--- src/rtl/mats_pkg.sv ---
package mats_pkg;
  typedef enum logic [2:0] {
    PH_IDLE,
    PH_FILL,
    PH_UP_RD,
    PH_UP_WR,
    PH_DN_RD,
    PH_DN_WR
  } phase_t;
endpackage

--- src/rtl/mats_seq.sv ---
module mats_seq #(
  parameter int DEPTH = 8,
  localparam int AW = (DEPTH > 1) ? $clog2(DEPTH) : 1
) (
  input  logic          clk,
  input  logic          rst,
  input  logic          start,
  output logic [AW-1:0] addr,
  output logic          we,
  output logic          wdata,
  output logic          chk_en,
  output logic          chk_exp,
  output logic          finish,
  output logic          start_acc
);
  import mats_pkg::*;

  localparam logic [AW-1:0] LAST = AW'(DEPTH - 1);

  phase_t ph;
  logic   busy;

  assign busy      = (ph != PH_IDLE);
  assign start_acc = start && !busy;
  assign we        = (ph == PH_FILL) || (ph == PH_UP_WR) || (ph == PH_DN_WR);
  assign wdata     = (ph == PH_UP_WR);
  assign chk_en    = (ph == PH_UP_WR) || (ph == PH_DN_WR);
  assign chk_exp   = (ph == PH_DN_WR);
  assign finish    = (ph == PH_DN_WR) && (addr == '0);

  always_ff @(posedge clk) begin
    if (rst) begin
      ph   <= PH_IDLE;
      addr <= '0;
    end else begin
      unique case (ph)
        PH_IDLE: if (start) begin
          ph   <= PH_FILL;
          addr <= '0;
        end
        PH_FILL: begin
          if (addr == LAST) begin
            ph   <= PH_UP_RD;
            addr <= '0;
          end else begin
            addr <= addr + 1'b1;
          end
        end
        PH_UP_RD: ph <= PH_UP_WR;
        PH_UP_WR: begin
          if (addr == LAST) begin
            ph <= PH_DN_RD;
          end else begin
            ph   <= PH_UP_RD;
            addr <= addr + 1'b1;
          end
        end
        PH_DN_RD: ph <= PH_DN_WR;
        PH_DN_WR: begin
          if (addr == '0) begin
            ph <= PH_IDLE;
          end else begin
            ph   <= PH_DN_RD;
            addr <= addr - 1'b1;
          end
        end
        default: ph <= PH_IDLE;
      endcase
    end
  end

  // every read during a run is followed by a write to the same cell
  assert_read_then_write_R3: assert property (@(posedge clk) disable iff (rst)
    (busy && !we) |=> (we && addr == $past(addr)));

  // after a write of 1 (not the last cell) the next read is one address up
  assert_up_step_R3: assert property (@(posedge clk) disable iff (rst)
    (we && wdata && chk_en && addr != LAST) |=> (!we && addr == $past(addr) + 1'b1));

  // after a downward write (not cell 0) the next read is one address down
  assert_down_step_R4: assert property (@(posedge clk) disable iff (rst)
    (chk_en && chk_exp && addr != '0) |=> (!we && addr == $past(addr) - 1'b1));

  // a run in progress cannot be cut short or restarted by start
  assert_run_continues_R9: assert property (@(posedge clk) disable iff (rst)
    (busy && !finish) |=> busy);
endmodule

--- src/rtl/mats_result.sv ---
module mats_result #(
  parameter int DEPTH = 8,
  localparam int AW = (DEPTH > 1) ? $clog2(DEPTH) : 1
) (
  input  logic          clk,
  input  logic          rst,
  input  logic          start_acc,
  input  logic          chk_en,
  input  logic          chk_exp,
  input  logic          rdata,
  input  logic [AW-1:0] addr,
  input  logic          finish,
  output logic          done,
  output logic          pass,
  output logic [AW-1:0] fail_addr,
  output logic          fail_bit
);
  logic fail_q;
  logic mismatch;

  assign mismatch = chk_en && (rdata != chk_exp);

  always_ff @(posedge clk) begin
    if (rst) begin
      done      <= 1'b0;
      pass      <= 1'b0;
      fail_q    <= 1'b0;
      fail_addr <= '0;
      fail_bit  <= 1'b0;
    end else begin
      done <= finish;
      if (start_acc) begin
        pass      <= 1'b0;
        fail_q    <= 1'b0;
        fail_addr <= '0;
        fail_bit  <= 1'b0;
      end else begin
        if (mismatch && !fail_q) begin
          fail_q    <= 1'b1;
          fail_addr <= addr;
          fail_bit  <= chk_exp;
        end
        if (finish) pass <= !(fail_q || mismatch);
      end
    end
  end

  // done is a single-cycle pulse
  assert_done_pulse_R6: assert property (@(posedge clk) disable iff (rst)
    done |=> !done);

  // the first mismatch records the current cell
  assert_first_capture_R8: assert property (@(posedge clk) disable iff (rst)
    (mismatch && !fail_q && !start_acc) |=> (fail_addr == $past(addr) && fail_bit == $past(chk_exp)));

  // once recorded, the failure record holds until the next start
  assert_fail_sticky_R8: assert property (@(posedge clk) disable iff (rst)
    (fail_q && !start_acc) |=> (fail_q && $stable(fail_addr) && $stable(fail_bit)));

  // a run with a recorded failure never ends with pass set
  assert_no_pass_on_fail_R7: assert property (@(posedge clk) disable iff (rst)
    (fail_q && finish) |=> !pass);
endmodule

--- src/rtl/mats_plus_bist.sv ---
module mats_plus_bist #(
  parameter int DEPTH = 8,
  localparam int AW = (DEPTH > 1) ? $clog2(DEPTH) : 1
) (
  input  logic          clk,
  input  logic          rst,
  input  logic          start,
  output logic [AW-1:0] mem_addr,
  output logic          mem_we,
  output logic          mem_wdata,
  input  logic          mem_rdata,
  output logic          done,
  output logic          pass,
  output logic [AW-1:0] fail_addr,
  output logic          fail_bit
);
  logic chk_en;
  logic chk_exp;
  logic finish;
  logic start_acc;

  mats_seq #(.DEPTH(DEPTH)) i_seq (
    .clk       (clk),
    .rst       (rst),
    .start     (start),
    .addr      (mem_addr),
    .we        (mem_we),
    .wdata     (mem_wdata),
    .chk_en    (chk_en),
    .chk_exp   (chk_exp),
    .finish    (finish),
    .start_acc (start_acc)
  );

  mats_result #(.DEPTH(DEPTH)) i_result (
    .clk       (clk),
    .rst       (rst),
    .start_acc (start_acc),
    .chk_en    (chk_en),
    .chk_exp   (chk_exp),
    .rdata     (mem_rdata),
    .addr      (mem_addr),
    .finish    (finish),
    .done      (done),
    .pass      (pass),
    .fail_addr (fail_addr),
    .fail_bit  (fail_bit)
  );

  // no write is issued in the cycle after reset
  assert_reset_quiet_R1: assert property (@(posedge clk)
    rst |=> (!mem_we && !done && !pass));
endmodule

--- config.mk ---
export PLATFORM = sky130hd
export DESIGN_NAME = mats_plus_bist
export DESIGN_NICKNAME = d
export VERILOG_FILES = /design/src/rtl/mats_pkg.sv /design/src/rtl/mats_seq.sv /design/src/rtl/mats_result.sv /design/src/rtl/mats_plus_bist.sv
export SDC_FILE = /design/constraint.sdc
export NUM_CORES = 1
export LEC_CHECK = 0
export BUFFER_PORTS_ARGS = -buffer_cell sky130_fd_sc_hd__buf_2
export CAP_MARGIN = 20
export CORE_UTILIZATION = 60
export CTS_BUF_LIST = sky130_fd_sc_hd__clkbuf_8
export DETAILED_ROUTE_END_ITERATION = 10
export PLACE_DENSITY = 0.91
export SKIP_LAST_GASP = 1
export SYNTH_ARGS = -nofsm -noshare
export SYNTH_HDL_FRONTEND = slang
export SYNTH_SLANG_ARGS = --single-unit
--- constraint.sdc ---
create_clock -name clk -period 3.4 [get_ports clk]
set_input_delay 0.68 -clock clk [delete_from_list [all_inputs] [get_ports clk]]
set_output_delay 0.68 -clock clk [all_outputs]
set_load 0.05 [all_outputs]
==> metrics.log, run 1 <==
[metrics] clock insertion delay at the later pin of the skew report: 0.24 ns
[metrics] Antenna Diode Count: 0
[metrics] total leakage power: between 0.3 and 0.4 nW
[metrics] Period Utilization, post-route: approximately 64%
[metrics] DRC violation count after routing: 0
[metrics] Async S/R FF share, synth: 0%
[metrics] sum of routed wire length over all layers: 1718 um
[metrics] final hold violation count: 0
[metrics] startpoint of the worst hold path: i_result.fail_bit
[metrics] share of final-layout standard cells stronger than drive strength 1: between 30 and 40%
[metrics] final-stage net count: roughly 110
[metrics] number of standard cells after synthesis: 86
[metrics] yosys warns: 0
[metrics] Synth Net Count: 94
[metrics] most frequent cells in the layout: 14 x sky130_fd_sc_hd__buf_2, 13 x sky130_fd_sc_hd__dfxtp_1, 9 x sky130_fd_sc_hd__nor2_1
[metrics] capture instance of the worst register-to-register path: i_seq.addr[1]
[metrics] xor-xnor portion of the synthesized cell area: under 10%
[metrics] vias per cell: between 5 and 6
[metrics] Port-buffer cells: 14
[metrics] flop-to-flop setup slack: between 1.5 and 2 ns
[metrics] critical path arrival: 1.49 ns
[metrics] total setup buffers inserted after CTS: 0
[metrics] effective utilization at floorplan: between 60% and 70%
[metrics] GRT Overall Usage: approximately 27%
[metrics] adder and majority gate portion of the synthesized area: 6.088%
[metrics] power density relative to cell area: around 370 nW/um^2
[metrics] via count of the routed design: just under 700
[metrics] Slew @ Worst Pin: around 0.52 ns
[metrics] count of TritonRoute iterations in the first routing pass: 4
[metrics] area fraction in compound gates after synthesis: between 15 and 20%
[metrics] simple-gate share of the synthesized area: around 29%
[metrics] TritonCTS clock tree: built
[metrics] Remaining Overflow, GRT: 0
[metrics] EDFF count, synth: 0
[metrics] largest family of logic cells by synthesized area: simple AND/OR/NAND/NOR gates
[metrics] sequential share of the synthesized area: 31.66%
[metrics] Post-synth top flop: sky130_fd_sc_hd__dfxtp_1
[metrics] aggregate negative setup slack: 0 ns
[metrics] clk buf depth: 2
[metrics] number of antenna violations at the first check in global routing: 0
[metrics] count of standard-cell rows: 12
[metrics] skew final: 0.003968 ns
[metrics] Boundary Pins: 15
[metrics] Die Span Y: 39.02 um
[metrics] depth of the CTS H-tree: 1
[metrics] status: finished clean
[metrics] worst relative slew slack: 65.53%
[metrics] largest driver fanout on the critical path: 15
[metrics] clock-pin transition on the worst setup and hold timing paths: around 0.06 ns
[metrics] Mapped Area: around 820 um^2
[metrics] most frequent standard cell in the layout excluding fill and tap cells: sky130_fd_sc_hd__buf_2
[metrics] worst reg-to-reg path cell count: 5
[metrics] area of placed instances: between 800 and 900 um^2
[metrics] DRT antenna net count: 0
[metrics] root buffer cell: sky130_fd_sc_hd__clkbuf_8
[metrics] detailed router's first-iteration violation count: 22
[metrics] FMAX: about 0.46 GHz
[metrics] first-pass GRT wire length: 2725 um
[metrics] RSZ-0062 raised after global routing: false
[metrics] synthesized area divided by synthesized cell count: between 9 and 10 um^2
[metrics] average wire length per cell after detail routing: about 15 um
[metrics] final weighted congestion of routability-driven global placement: between 0.8 and 0.9
[metrics] width of the die: about 39 um
[metrics] vias in the first global route: 610
[metrics] launching element type of the critical path: flip-flop
[metrics] # setup viols final: 0
[metrics] data required time at the worst endpoint: 2.72 ns
[metrics] type of the most critical hold path: reg -> reg
[metrics] clock period minus worst slack: ~2.2 ns
[metrics] Hold Path End: i_result.fail_bit
[metrics] Core ar.: 1186 um^2
[metrics] final core utilization: between 70% and 80%
[metrics] Post-DP HPWL: roughly 1300 um
[metrics] post-cts gate resize count: 0
[metrics] total clock buffers created by CTS: 3
[metrics] launching element of the worst setup path: i_seq.ph[2]
[metrics] critical path type: reg -> out
[metrics] synth unique cells: 36
[metrics] #FFs+latches synth: 13
[metrics] IR Drop Worst-Case VDD: 350.6 uV
[metrics] crit end category: output port
[metrics] Max Cap Violations: 0
[metrics] worst hold path cell count: 2
[metrics] maximum number of pins on one net before global-route repair: 16
[metrics] DIE AREA: 1522 um^2
[metrics] Sinks on Clock Net: 13
[metrics] count of pins over their slew limit: 0
[metrics] multiplexer area fraction after synthesis: around 6.1%
[metrics] number of buffers added to fix hold violations after cts: 0
[metrics] startpoint of the worst register-to-register path: i_seq.addr[0]
[metrics] post-route design area: between 900 and 1000 um^2
[metrics] Area Overhead vs Synth: 10.65%
-- critical path, stage by stage (launching register included) --
cell and delay (ns):
sky130_fd_sc_hd__dfxtp_1 0.62, sky130_fd_sc_hd__and2b_4 0.28, sky130_fd_sc_hd__and2_4 0.16, sky130_fd_sc_hd__buf_2 0.20
-- registers in the layout (all words and copies together), names as in the netlist --
| name | cells |
|---|---|
| i_result.pass | 1 |
| i_result.done | 1 |
| i_result.fail_addr | 3 |
| i_result.fail_bit | 1 |
| i_seq.ph | 3 |
| i_seq.addr | 3 |
| i_result.fail_q | 1 |
-- through the flow --
stage / std cells / hold WS, ns / setup slack [ns] / power [W]
3_3_place_gp: 109 / 0.4706 / 1.532 / 0.0002025
2_1_floorplan: 86 / 0.4724 / 1.466 / 0.0001965
4_1_cts: 113 / 0.5009 / 1.241 / 0.0003386
3_5_place_dp: 109 / 0.4852 / 1.501 / 0.0002046
5_1_grt: 113 / 0.5192 / 1.183 / 0.0003508
6_report: 113 / 0.4952 / 1.231 / 0.0003383
-- final cells by class --
| class | instances | area [um^2] |
|---|---|---|
| Multi-Input combinational cell | 64 | 501.7 |
| Fill cell | 82 | 276.5 |
| Tap cell | 14 | 17.52 |
| Clock inverter | 1 | 3.754 |
| Timing Repair Buffer | 14 | 70.07 |
| Clock buffer | 3 | 41.29 |
| Sequential cell | 13 | 260.3 |
| Inverter | 4 | 15.01 |
-- per-layer routing --
layer / wire [um] / GRT usage [%] / vias to the layer above
met3: 86 / 5.780 / 4
met5: 0 / 0 / -
met1: 758 / 32.99 / 324
li1: - / - / 324
met4: 17 / 12.07 / 0
met2: 856 / 44.58 / 25
-- worst max-delay path by stage --
stage	cells after the start	slack (ns)	end
after floorplan	2	1.47	mem_we
after global placement	3	1.53	mem_wdata
after detailed placement	3	1.50	mem_wdata
after CTS	3	1.24	mem_wdata
after global routing	3	1.18	mem_wdata
final	3	1.23	mem_wdata
-- logic make-up after synthesis --
group,count (synthesis)
adder cells (fa/ha/maj),4
XOR/XNOR,2
AND/OR/NAND/NOR,37
buffers and inverters,9
AO/OA/AOI/OAI,16
multiplexers,5
flip-flops,13
-- report_power, final --
group | switching [W] | internal (W) | total [W]
combinational | 0.0000276 | 0.0000148 | 0.0000424
sequential | 0.00000508 | 0.000155 | 0.000160
clock | 0.0000563 | 0.0000797 | 0.000136
total | 0.0000890 | 0.000249 | 0.000338
-- cells in the mapped netlist, types with 2 or more instances --
cell type / number / area [um^2]
sky130_fd_sc_hd__a21oi_1: 4 / 20.02
sky130_fd_sc_hd__a221oi_2: 2 / 30.03
sky130_fd_sc_hd__and2b_4: 2 / 20.02
sky130_fd_sc_hd__buf_6: 3 / 33.78
sky130_fd_sc_hd__dfxtp_1: 13 / 260.3
sky130_fd_sc_hd__ha_1: 4 / 50.05
sky130_fd_sc_hd__inv_1: 4 / 15.01
sky130_fd_sc_hd__mux2i_1: 5 / 50.05
sky130_fd_sc_hd__nand2_1: 3 / 11.26
sky130_fd_sc_hd__nand2b_1: 4 / 25.02
sky130_fd_sc_hd__nand3_1: 2 / 10.01
sky130_fd_sc_hd__nor2_1: 9 / 33.78
sky130_fd_sc_hd__nor2b_1: 3 / 18.77
sky130_fd_sc_hd__nor3_1: 3 / 15.01
sky130_fd_sc_hd__nor3b_1: 2 / 15.01
sky130_fd_sc_hd__o21ai_0: 2 / 10.01
sky130_fd_sc_hd__xor2_1: 2 / 17.52
(Power assumes the default switching activity.)
==> run 2, diff against run 1 <==
--- a/config.mk
+++ b/config.mk
@@ -5,12 +5,13 @@
 export SDC_FILE = /design/constraint.sdc
 export NUM_CORES = 1
 export LEC_CHECK = 0
+export ABC_AREA = 1
 export BUFFER_PORTS_ARGS = -buffer_cell sky130_fd_sc_hd__buf_2
 export CAP_MARGIN = 20
-export CORE_UTILIZATION = 60
+export CORE_UTILIZATION = 57
 export CTS_BUF_LIST = sky130_fd_sc_hd__clkbuf_8
 export DETAILED_ROUTE_END_ITERATION = 10
-export PLACE_DENSITY = 0.91
+export PLACE_DENSITY = 0.87
 export SKIP_LAST_GASP = 1
 export SYNTH_ARGS = -nofsm -noshare
 export SYNTH_HDL_FRONTEND = slang
==> constraint.sdc (replaced) <==
create_clock -name clk -period 2.2 [get_ports clk]
set_input_delay 0.44 -clock clk [delete_from_list [all_inputs] [get_ports clk]]
set_output_delay 0.44 -clock clk [all_outputs]
set_load 0.05 [all_outputs]
==> run 2 against run 1 <==
Global-route usage is 2.9 points lower. Clock skew decreased by 0.0026 ns. Final cell count grew 27%. Critical endpoint unchanged. Sequential cell count unchanged. Clock power is 60% higher. Highest routed layer unchanged. Cell area increased by 8.0%. Via count rose by 14%. Die area increased by 12%. Critical path type unchanged.
==> metrics.log, run 2 <==
[metrics] share of final-layout standard cells stronger than drive strength 1: 29.46% (-0.85 points)
[metrics] multiplexer area fraction after synthesis: 0% (-6.1 points)
[metrics] clock-pin transition on the worst setup and hold timing paths: 0.06 ns (about the same)
[metrics] EDFF count, synth: 0 (unchanged)
[metrics] FMAX: approximately 0.55 GHz
[metrics] depth of the CTS H-tree: 1 (unchanged)
[metrics] number of buffers added to fix hold violations after cts: 0 (unchanged)
[metrics] largest driver fanout on the critical path: 9 (-6)
[metrics] most frequent cells in the layout: 25 x sky130_fd_sc_hd__nand2_1, 14 x sky130_fd_sc_hd__inv_1, 14 x sky130_fd_sc_hd__buf_2
[metrics] Port-buffer cells: 14 (unchanged)
[metrics] vias in the first global route: 634 (+3.9%)
[metrics] Post-DP HPWL: 1405 um (+11%)
[metrics] Mapped Area: 878.3 um^2 (+6.8%)
[metrics] Sinks on Clock Net: 13 (unchanged)
[metrics] critical path arrival: 1.38 ns (-0.11 ns)
[metrics] yosys warns: 0 (unchanged)
[metrics] synthesized area divided by synthesized cell count: 7.705 um^2 (-19%)
[metrics] adder and majority gate portion of the synthesized area: 5.698% (-0.39 points)
[metrics] total clock buffers created by CTS: 3 (unchanged)
[metrics] DRT antenna net count: 0 (unchanged)
[metrics] detailed router's first-iteration violation count: 16 (-27%)
[metrics] count of TritonRoute iterations in the first routing pass: 4 (unchanged)
[metrics] Antenna Diode Count: 0 (unchanged)
[metrics] final-stage net count: 138 (+28%)
[metrics] clock period minus worst slack: 1.815 ns
[metrics] Async S/R FF share, synth: 0% (unchanged)
[metrics] Boundary Pins: 15 (unchanged)
[metrics] vias per cell: 5.382 (-10%)
[metrics] via count of the routed design: 775 (+14%)
[metrics] Max Cap Violations: 0 (unchanged)
[metrics] total setup buffers inserted after CTS: 0 (unchanged)
[metrics] Synth Net Count: 122 (+30%)
[metrics] worst relative slew slack: 61.47% (-4.1 points)
[metrics] total leakage power: 0.5074 nW (+32%)
[metrics] most frequent standard cell in the layout excluding fill and tap cells: sky130_fd_sc_hd__nand2_1
[metrics] Slew @ Worst Pin: 0.5771 ns (+0.06116 ns)
[metrics] synth unique cells: 27 (-25%)
[metrics] IR Drop Worst-Case VDD: 536.9 uV (+53%)
[metrics] data required time at the worst endpoint: 1.76 ns (-0.96 ns)
[metrics] effective utilization at floorplan: 64.29% (-5.0 points)
[metrics] Remaining Overflow, GRT: 0 (unchanged)
[metrics] post-synth top area share: 29.63% (-2.0 points)
[metrics] xor-xnor portion of the synthesized cell area: 1.994% (-0.14 points)
[metrics] status: finished clean
[metrics] Period Utilization, post-route: between 80 and 90%
[metrics] root buffer cell: sky130_fd_sc_hd__clkbuf_8
[metrics] width of the die: 41.26 um (+5.7%)
[metrics] sum of routed wire length over all layers: 1812 um (+5.5%)
[metrics] number of standard cells after synthesis: 114 (+33%)
[metrics] Post-synth top flop: sky130_fd_sc_hd__dfxtp_1
[metrics] sequential share of the synthesized area: 29.63% (-2.0 points)
[metrics] largest cells by area after synthesis: sky130_fd_sc_hd__dfxtp_1 30%, sky130_fd_sc_hd__nand2_1 11%, sky130_fd_sc_hd__inv_1 6.0%, sky130_fd_sc_hd__a21oi_1 5.7%, sky130_fd_sc_hd__ha_1 5.7%
[metrics] #FFs+latches synth: 13 (unchanged)
[metrics] TritonCTS clock tree: built
[metrics] largest registers ranked by flip-flop count: i_result.fail_addr (3), i_seq.addr (3), i_seq.ph (3)
[metrics] clk buf depth: 2 (unchanged)
[metrics] DRC violation count after routing: 0 (unchanged)
[metrics] aggregate negative setup slack: 0 ns (unchanged)
[metrics] RSZ-0062 raised after global routing: false
[metrics] post-route design area: 982.2 um^2 (+8.0%)
[metrics] type of the most critical hold path: in -> reg
[metrics] first-pass GRT wire length: 2559 um (-6.1%)
[metrics] DIE AREA: 1702 um^2 (+12%)
[metrics] # setup viols final: 0 (unchanged)
[metrics] largest family of logic cells by synthesized area: simple AND/OR/NAND/NOR gates
[metrics] final weighted congestion of routability-driven global placement: 0.8332 (+2.0%)
[metrics] most common cell in the synthesized netlist: sky130_fd_sc_hd__nand2_1
[metrics] final hold violation count: 0 (unchanged)
[metrics] post-cts gate resize count: 0 (unchanged)
[metrics] Core ar.: 1366 um^2 (+15%)
[metrics] launching element type of the critical path: flip-flop
[metrics] crit end category: output port
[metrics] simple-gate share of the synthesized area: 38.18% (+8.8 points)
[metrics] Die Span Y: 41.26 um (+5.7%)
[metrics] GRT Overall Usage: 24.11% (-2.9 points)
[metrics] count of standard-cell rows: 13 (+1)
[metrics] area of placed instances: 935.9 um^2 (+8.2%)
[metrics] area fraction in compound gates after synthesis: 12.54% (-4.8 points)
[metrics] maximum number of pins on one net before global-route repair: 11 (-5)
[metrics] count of pins over their slew limit: 0 (unchanged)
[metrics] critical path type: reg -> out
[metrics] Area Overhead vs Synth: 11.82%
[metrics] most frequent cells after synthesis: 25 x sky130_fd_sc_hd__nand2_1, 14 x sky130_fd_sc_hd__inv_1, 13 x sky130_fd_sc_hd__dfxtp_1, 10 x sky130_fd_sc_hd__a21oi_1, 5 x sky130_fd_sc_hd__nand4_1
[metrics] dominant cell type by area after synthesis: sky130_fd_sc_hd__dfxtp_1
[metrics] clock insertion delay at the later pin of the skew report: 0.25 ns (about the same)
[metrics] number of antenna violations at the first check in global routing: 0 (unchanged)
[metrics] average wire length per cell after detail routing: 12.58 um (-17%)
[metrics] skew final: 0.001399 ns (-0.002568 ns)
[metrics] power density relative to cell area: 611.0 nW/um^2 (+64%)
run 2: cell count changes after synthesis, sizes merged, moves of 3 or more:
cell	change
nand4	+5
nand2	+29
nand2b	-4
a21oi	+6
mux2i	-5
nor2b	-3
and2b	-3
inv	+13
o21ai	+4
nand3	+4
run 2: logic make-up after synthesis:
| logic type | count (synthesis) |
|---|---|
| buffers and inverters | 21 |
| and+or+nand+nor | 54 |
| adders and majority gates | 4 |
| DFF | 13 |
| xor gates and xnor gates | 2 |
| AOI/OAI and AO/OA | 20 |
run 2: worst paths after layout:
check,startpoint,endpoint,slack (ns),cells after the start
hold / removal,rst,i_seq.addr[2],0.45,2
setup reg to reg,i_seq.addr[0],i_seq.addr[0],0.64,9
setup / recovery,i_seq.ph[0],mem_wdata,0.38,3
hold reg to reg,i_result.fail_addr[1],i_result.fail_addr[1],0.47,2
run 2: layout make-up:
cell class                      count  area, um^2
Clock inverter                      1       5.005
Multi-Input combinational cell     80       513.0
Fill cell                         120       384.1
Timing Repair Buffer               15       77.57
Tap cell                           15       18.77
Clock buffer                        3       41.29
Sequential cell                    13       260.3
Inverter                           17       66.31
run 2: worst max-delay path, stage by stage, from the launching register on:
cell and delay, ns:
sky130_fd_sc_hd__dfxtp_1 0.60, sky130_fd_sc_hd__nand2_4 0.12, sky130_fd_sc_hd__nor2_8 0.13, sky130_fd_sc_hd__buf_2 0.27
run 2: where the power goes:
group	internal, W	switching [W]	leakage (nW)
combinational	0.0000406	0.0000832	0.377
clock	0.000125	0.0000922	0.0255
sequential	0.000242	0.0000167	0.105
total	0.000408	0.000192	0.507
run 2: per-stage QoR:
stage	utilization, %	cells	hold slack, ns	power, W	setup slack [ns]
final	71.89	144	0.4530	0.0006002	0.3846
after global routing	71.89	144	0.4582	0.0006225	0.3001
after CTS	71.89	144	0.4502	0.0006011	0.3731
after detailed placement	68.50	140	0.4577	0.0003871	0.6412
after global placement	68.50	140	0.4485	0.0003821	0.6755
after floorplan	-	114	0.5091	0.0003663	0.4926
run 2: routing by layer:
layer | GRT usage [%] | part of all wire [%] | vias up
li1 | - | - | 401
met1 | 26.62 | 42 | 354
met2 | 42.19 | 52 | 16
met3 | 9.783 | 5.2 | 4
met4 | 6.452 | 1.0 | 0
met5 | 0 | 0 | -
==> run 3, diff against run 2 <==
--- a/config.mk
+++ b/config.mk
@@ -5,13 +5,13 @@
 export SDC_FILE = /design/constraint.sdc
 export NUM_CORES = 1
 export LEC_CHECK = 0
-export ABC_AREA = 1
+export ABC_AREA = 0
 export BUFFER_PORTS_ARGS = -buffer_cell sky130_fd_sc_hd__buf_2
 export CAP_MARGIN = 20
-export CORE_UTILIZATION = 57
+export CORE_UTILIZATION = 56
 export CTS_BUF_LIST = sky130_fd_sc_hd__clkbuf_8
 export DETAILED_ROUTE_END_ITERATION = 10
-export PLACE_DENSITY = 0.87
+export PLACE_DENSITY = 0.86
 export SKIP_LAST_GASP = 1
 export SYNTH_ARGS = -nofsm -noshare
 export SYNTH_HDL_FRONTEND = slang
==> constraint.sdc (replaced) <==
create_clock -name clk -period 1.8 [get_ports clk]
set_input_delay 0.36 -clock clk [delete_from_list [all_inputs] [get_ports clk]]
set_output_delay 0.36 -clock clk [all_outputs]
set_load 0.05 [all_outputs]
==> run 3 against run 2 <==
Die area is 4.5% lower. Clock-buffer cell count stayed put. Largest power group unchanged. Via count is 13% lower. Sequential power is 15% higher. Sequential cell count stayed put.
==> metrics.log, run 3 (synthesis results as in run 1) <==
[metrics] share of final-layout standard cells stronger than drive strength 1: 32.67% (+3.2 points)
[metrics] Hold Path End: i_seq.ph[2]
[metrics] count of TritonRoute iterations in the first routing pass: 4 (unchanged)
[metrics] average wire length per cell after detail routing: 13.93 um (+11%)
[metrics] Final Instance Count excl. Fillers: 116 (-19%)
[metrics] detailed router's first-iteration violation count: 24 (+8)
[metrics] clk buf depth: 2 (unchanged)
[metrics] Sinks on Clock Net: 13 (unchanged)
[metrics] capture instance of the worst register-to-register path: i_seq.addr[0]
[metrics] final weighted congestion of routability-driven global placement: 0.9067 (+8.8%)
[metrics] most frequent cells in the layout: 14 x sky130_fd_sc_hd__buf_2, 12 x sky130_fd_sc_hd__dfxtp_1, 9 x sky130_fd_sc_hd__nor2_1
[metrics] final-stage net count: 110 (-20%)
[metrics] # setup viols final: 0 (unchanged)
[metrics] Slew @ Worst Pin: 0.4776 ns (-0.09953 ns)
[metrics] via count of the routed design: 672 (-13%)
[metrics] clock period minus worst slack: ~1.6 ns
[metrics] count of pins over their slew limit: 0 (unchanged)
[metrics] crit end category: output port
[metrics] proportion of power drawn by flip-flops and latches: 46.7% (+3.6 points)
[metrics] most frequent standard cell in the layout excluding fill and tap cells: sky130_fd_sc_hd__buf_2
[metrics] RSZ-0062 raised after global routing: false
[metrics] type of the most critical hold path: in -> reg
[metrics] clock insertion delay at the later pin of the skew report: 0.24 ns (about the same)
[metrics] DRC violation count after routing: 0 (unchanged)
[metrics] post-route design area: 927.1 um^2 (-5.6%)
[metrics] critical path arrival: 1.28 ns (-0.10 ns)
[metrics] internal power consumption: 0.0004736 W (+16%)
[metrics] effective utilization at floorplan: 61.63% (-2.7 points)
[metrics] first-pass GRT wire length: 2594 um (+1.4%)
[metrics] startpoint of the worst hold path: rst
[metrics] part of the power in the clock network: 39.8% (+3.5 points)
[metrics] flop-to-flop setup slack: 0.23 ns (-0.41 ns)
[metrics] data required time at the worst endpoint: 1.44 ns (-0.32 ns)
[metrics] DIE AREA: 1625 um^2 (-4.5%)
[metrics] critical path type: reg -> out
[metrics] largest registers ranked by flip-flop count: i_result.fail_addr (3), i_seq.addr (3), i_seq.ph (3)
[metrics] count of standard-cell rows: 13 (unchanged)
[metrics] FMAX: approximately 0.6 GHz
[metrics] maximum number of pins on one net before global-route repair: 15 (+4)
[metrics] Boundary Pins: 15 (unchanged)
[metrics] Remaining Overflow, GRT: 0 (unchanged)
[metrics] largest driver fanout on the critical path: 12 (+3)
[metrics] IR Drop Worst-Case VDD: 575.4 uV (+7.2%)
[metrics] placed instance count: 112 (-20%)
[metrics] clock-pin transition on the worst setup and hold timing paths: 0.05 ns (about the same)
[metrics] GRT Overall Usage: 24.57% (+0.46 points)
[metrics] DRT antenna net count: 0 (unchanged)
[metrics] minimum setup slack in the final design: 0.1619 ns (-0.2226 ns)
[metrics] status: finished clean
[metrics] vias per cell: 5.793 (+7.6%)
[metrics] switching power share of the total: 25.72% (-6.3 points)
[metrics] launching element type of the critical path: flip-flop
[metrics] width of the die: 40.32 um (-2.3%)
[metrics] Combinational Power Share: 13.4% (-7.2 points)
[metrics] area of placed instances: 880.8 um^2 (-5.9%)
[metrics] root buffer cell: sky130_fd_sc_hd__clkbuf_8
[metrics] total clock buffers created by CTS: 3 (unchanged)
[metrics] TritonCTS clock tree: built
[metrics] final hold violation count: 0 (unchanged)
[metrics] skew final: 0.002509 ns (+0.001110 ns)
[metrics] startpoint of the worst register-to-register path: i_seq.addr[1]
[metrics] total setup buffers inserted after CTS: 0 (unchanged)
[metrics] vias in the first global route: 629 (-0.79%)
[metrics] number of antenna violations at the first check in global routing: 0 (unchanged)
[metrics] worst reg-to-reg path cell count: 6 (-3)
[metrics] Core ar.: 1334 um^2 (-2.4%)
[metrics] Area Overhead vs Synth: 12.79%
[metrics] Die Span Y: 40.32 um (-2.3%)
[metrics] Max Cap Violations: 0 (unchanged)
[metrics] worst hold path cell count: 2 (unchanged)
[metrics] aggregate negative setup slack: 0 ns (unchanged)
[metrics] Antenna Diode Count: 0 (unchanged)
[metrics] worst relative slew slack: 68.09% (+6.6 points)
[metrics] switching power: 0.0001640 W (-15%)
[metrics] worst setup timing slack at the placement stage: 0.2156 ns (-0.4256 ns)
[metrics] Period Utilization, post-route: between 90% and 100%
[metrics] depth of the CTS H-tree: 1 (unchanged)
[metrics] Post-DP HPWL: 1173 um (-17%)
[metrics] power density relative to cell area: 687.8 nW/um^2 (+13%)
[metrics] sum of routed wire length over all layers: 1616 um (-11%)
[metrics] Port-buffer cells: 14 (unchanged)
[metrics] total leakage power: 0.3951 nW (-22%)
run 3: routing by layer:
metal,vias to the layer above,track usage [%],part of all wire [%]
met5,-,0,0
li1,328,-,-
met3,5,5.000,7.6
met2,40,39.11,49
met1,299,29.83,41
met4,0,15.83,1.6
run 3: power groups by stage:
| stage | clock (W) | combinational, W | sequential (W) |
|---|---|---|---|
| 2_1_floorplan | 0 | 0.0000603 | 0.000311 |
| 3_3_place_gp | 0 | 0.0000839 | 0.000303 |
| 3_5_place_dp | 0 | 0.0000842 | 0.000304 |
| 4_1_cts | 0.000256 | 0.0000851 | 0.000298 |
| 5_1_grt | 0.000275 | 0.0000927 | 0.000299 |
| 6_report | 0.000254 | 0.0000857 | 0.000298 |
run 3: how the worst max path moves through the flow:
| stage | slack, ns | depth (start not counted) | start | end |
|---|---|---|---|---|
| 2_1_floorplan | 0.06 | 6 | i_seq.addr[0] | i_seq.addr[0] |
| 3_3_place_gp | 0.28 | 6 | i_seq.addr[0] | i_seq.addr[0] |
| 3_5_place_dp | 0.22 | 6 | i_seq.addr[0] | i_seq.addr[0] |
| 4_1_cts | 0.17 | 2 | i_seq.ph[1] | mem_wdata |
| 5_1_grt | 0.05 | 6 | i_seq.addr[1] | i_seq.addr[0] |
| 6_report | 0.16 | 2 | i_seq.ph[1] | mem_wdata |
run 3: area by class of cell:
type / count / area, um^2
Clock inverter: 1 / 3.754
Tap cell: 15 / 18.77
Multi-Input combinational cell: 64 / 501.7
Clock buffer: 3 / 41.29
Timing Repair Buffer: 16 / 85.08
Sequential cell: 13 / 261.5
Fill cell: 102 / 406.6
Inverter: 4 / 15.01
run 3: timing repair:
action	4_1_cts	5_1_grt
setup endpoints to repair	0	1
hold buffers	0	0
gates resized for setup	0	1
run 3: worst max-delay path, cell delays in order (launching register included):
cell                      delay (ns)
sky130_fd_sc_hd__dfxtp_1        0.56
sky130_fd_sc_hd__and2_4         0.23
sky130_fd_sc_hd__buf_2          0.25
run 3: metrics by stage:
| stage | power [W] | hold WS [ns] | util [%] |
|---|---|---|---|
| after global routing | 0.0006661 | 0.4199 | 69.51 |
| final | 0.0006376 | 0.4148 | 69.51 |
| after CTS | 0.0006384 | 0.4075 | 69.42 |
| after global placement | 0.0003871 | 0.4705 | 66.04 |
| after floorplan | 0.0003712 | 0.4724 | - |
| after detailed placement | 0.0003883 | 0.4784 | 66.04 |
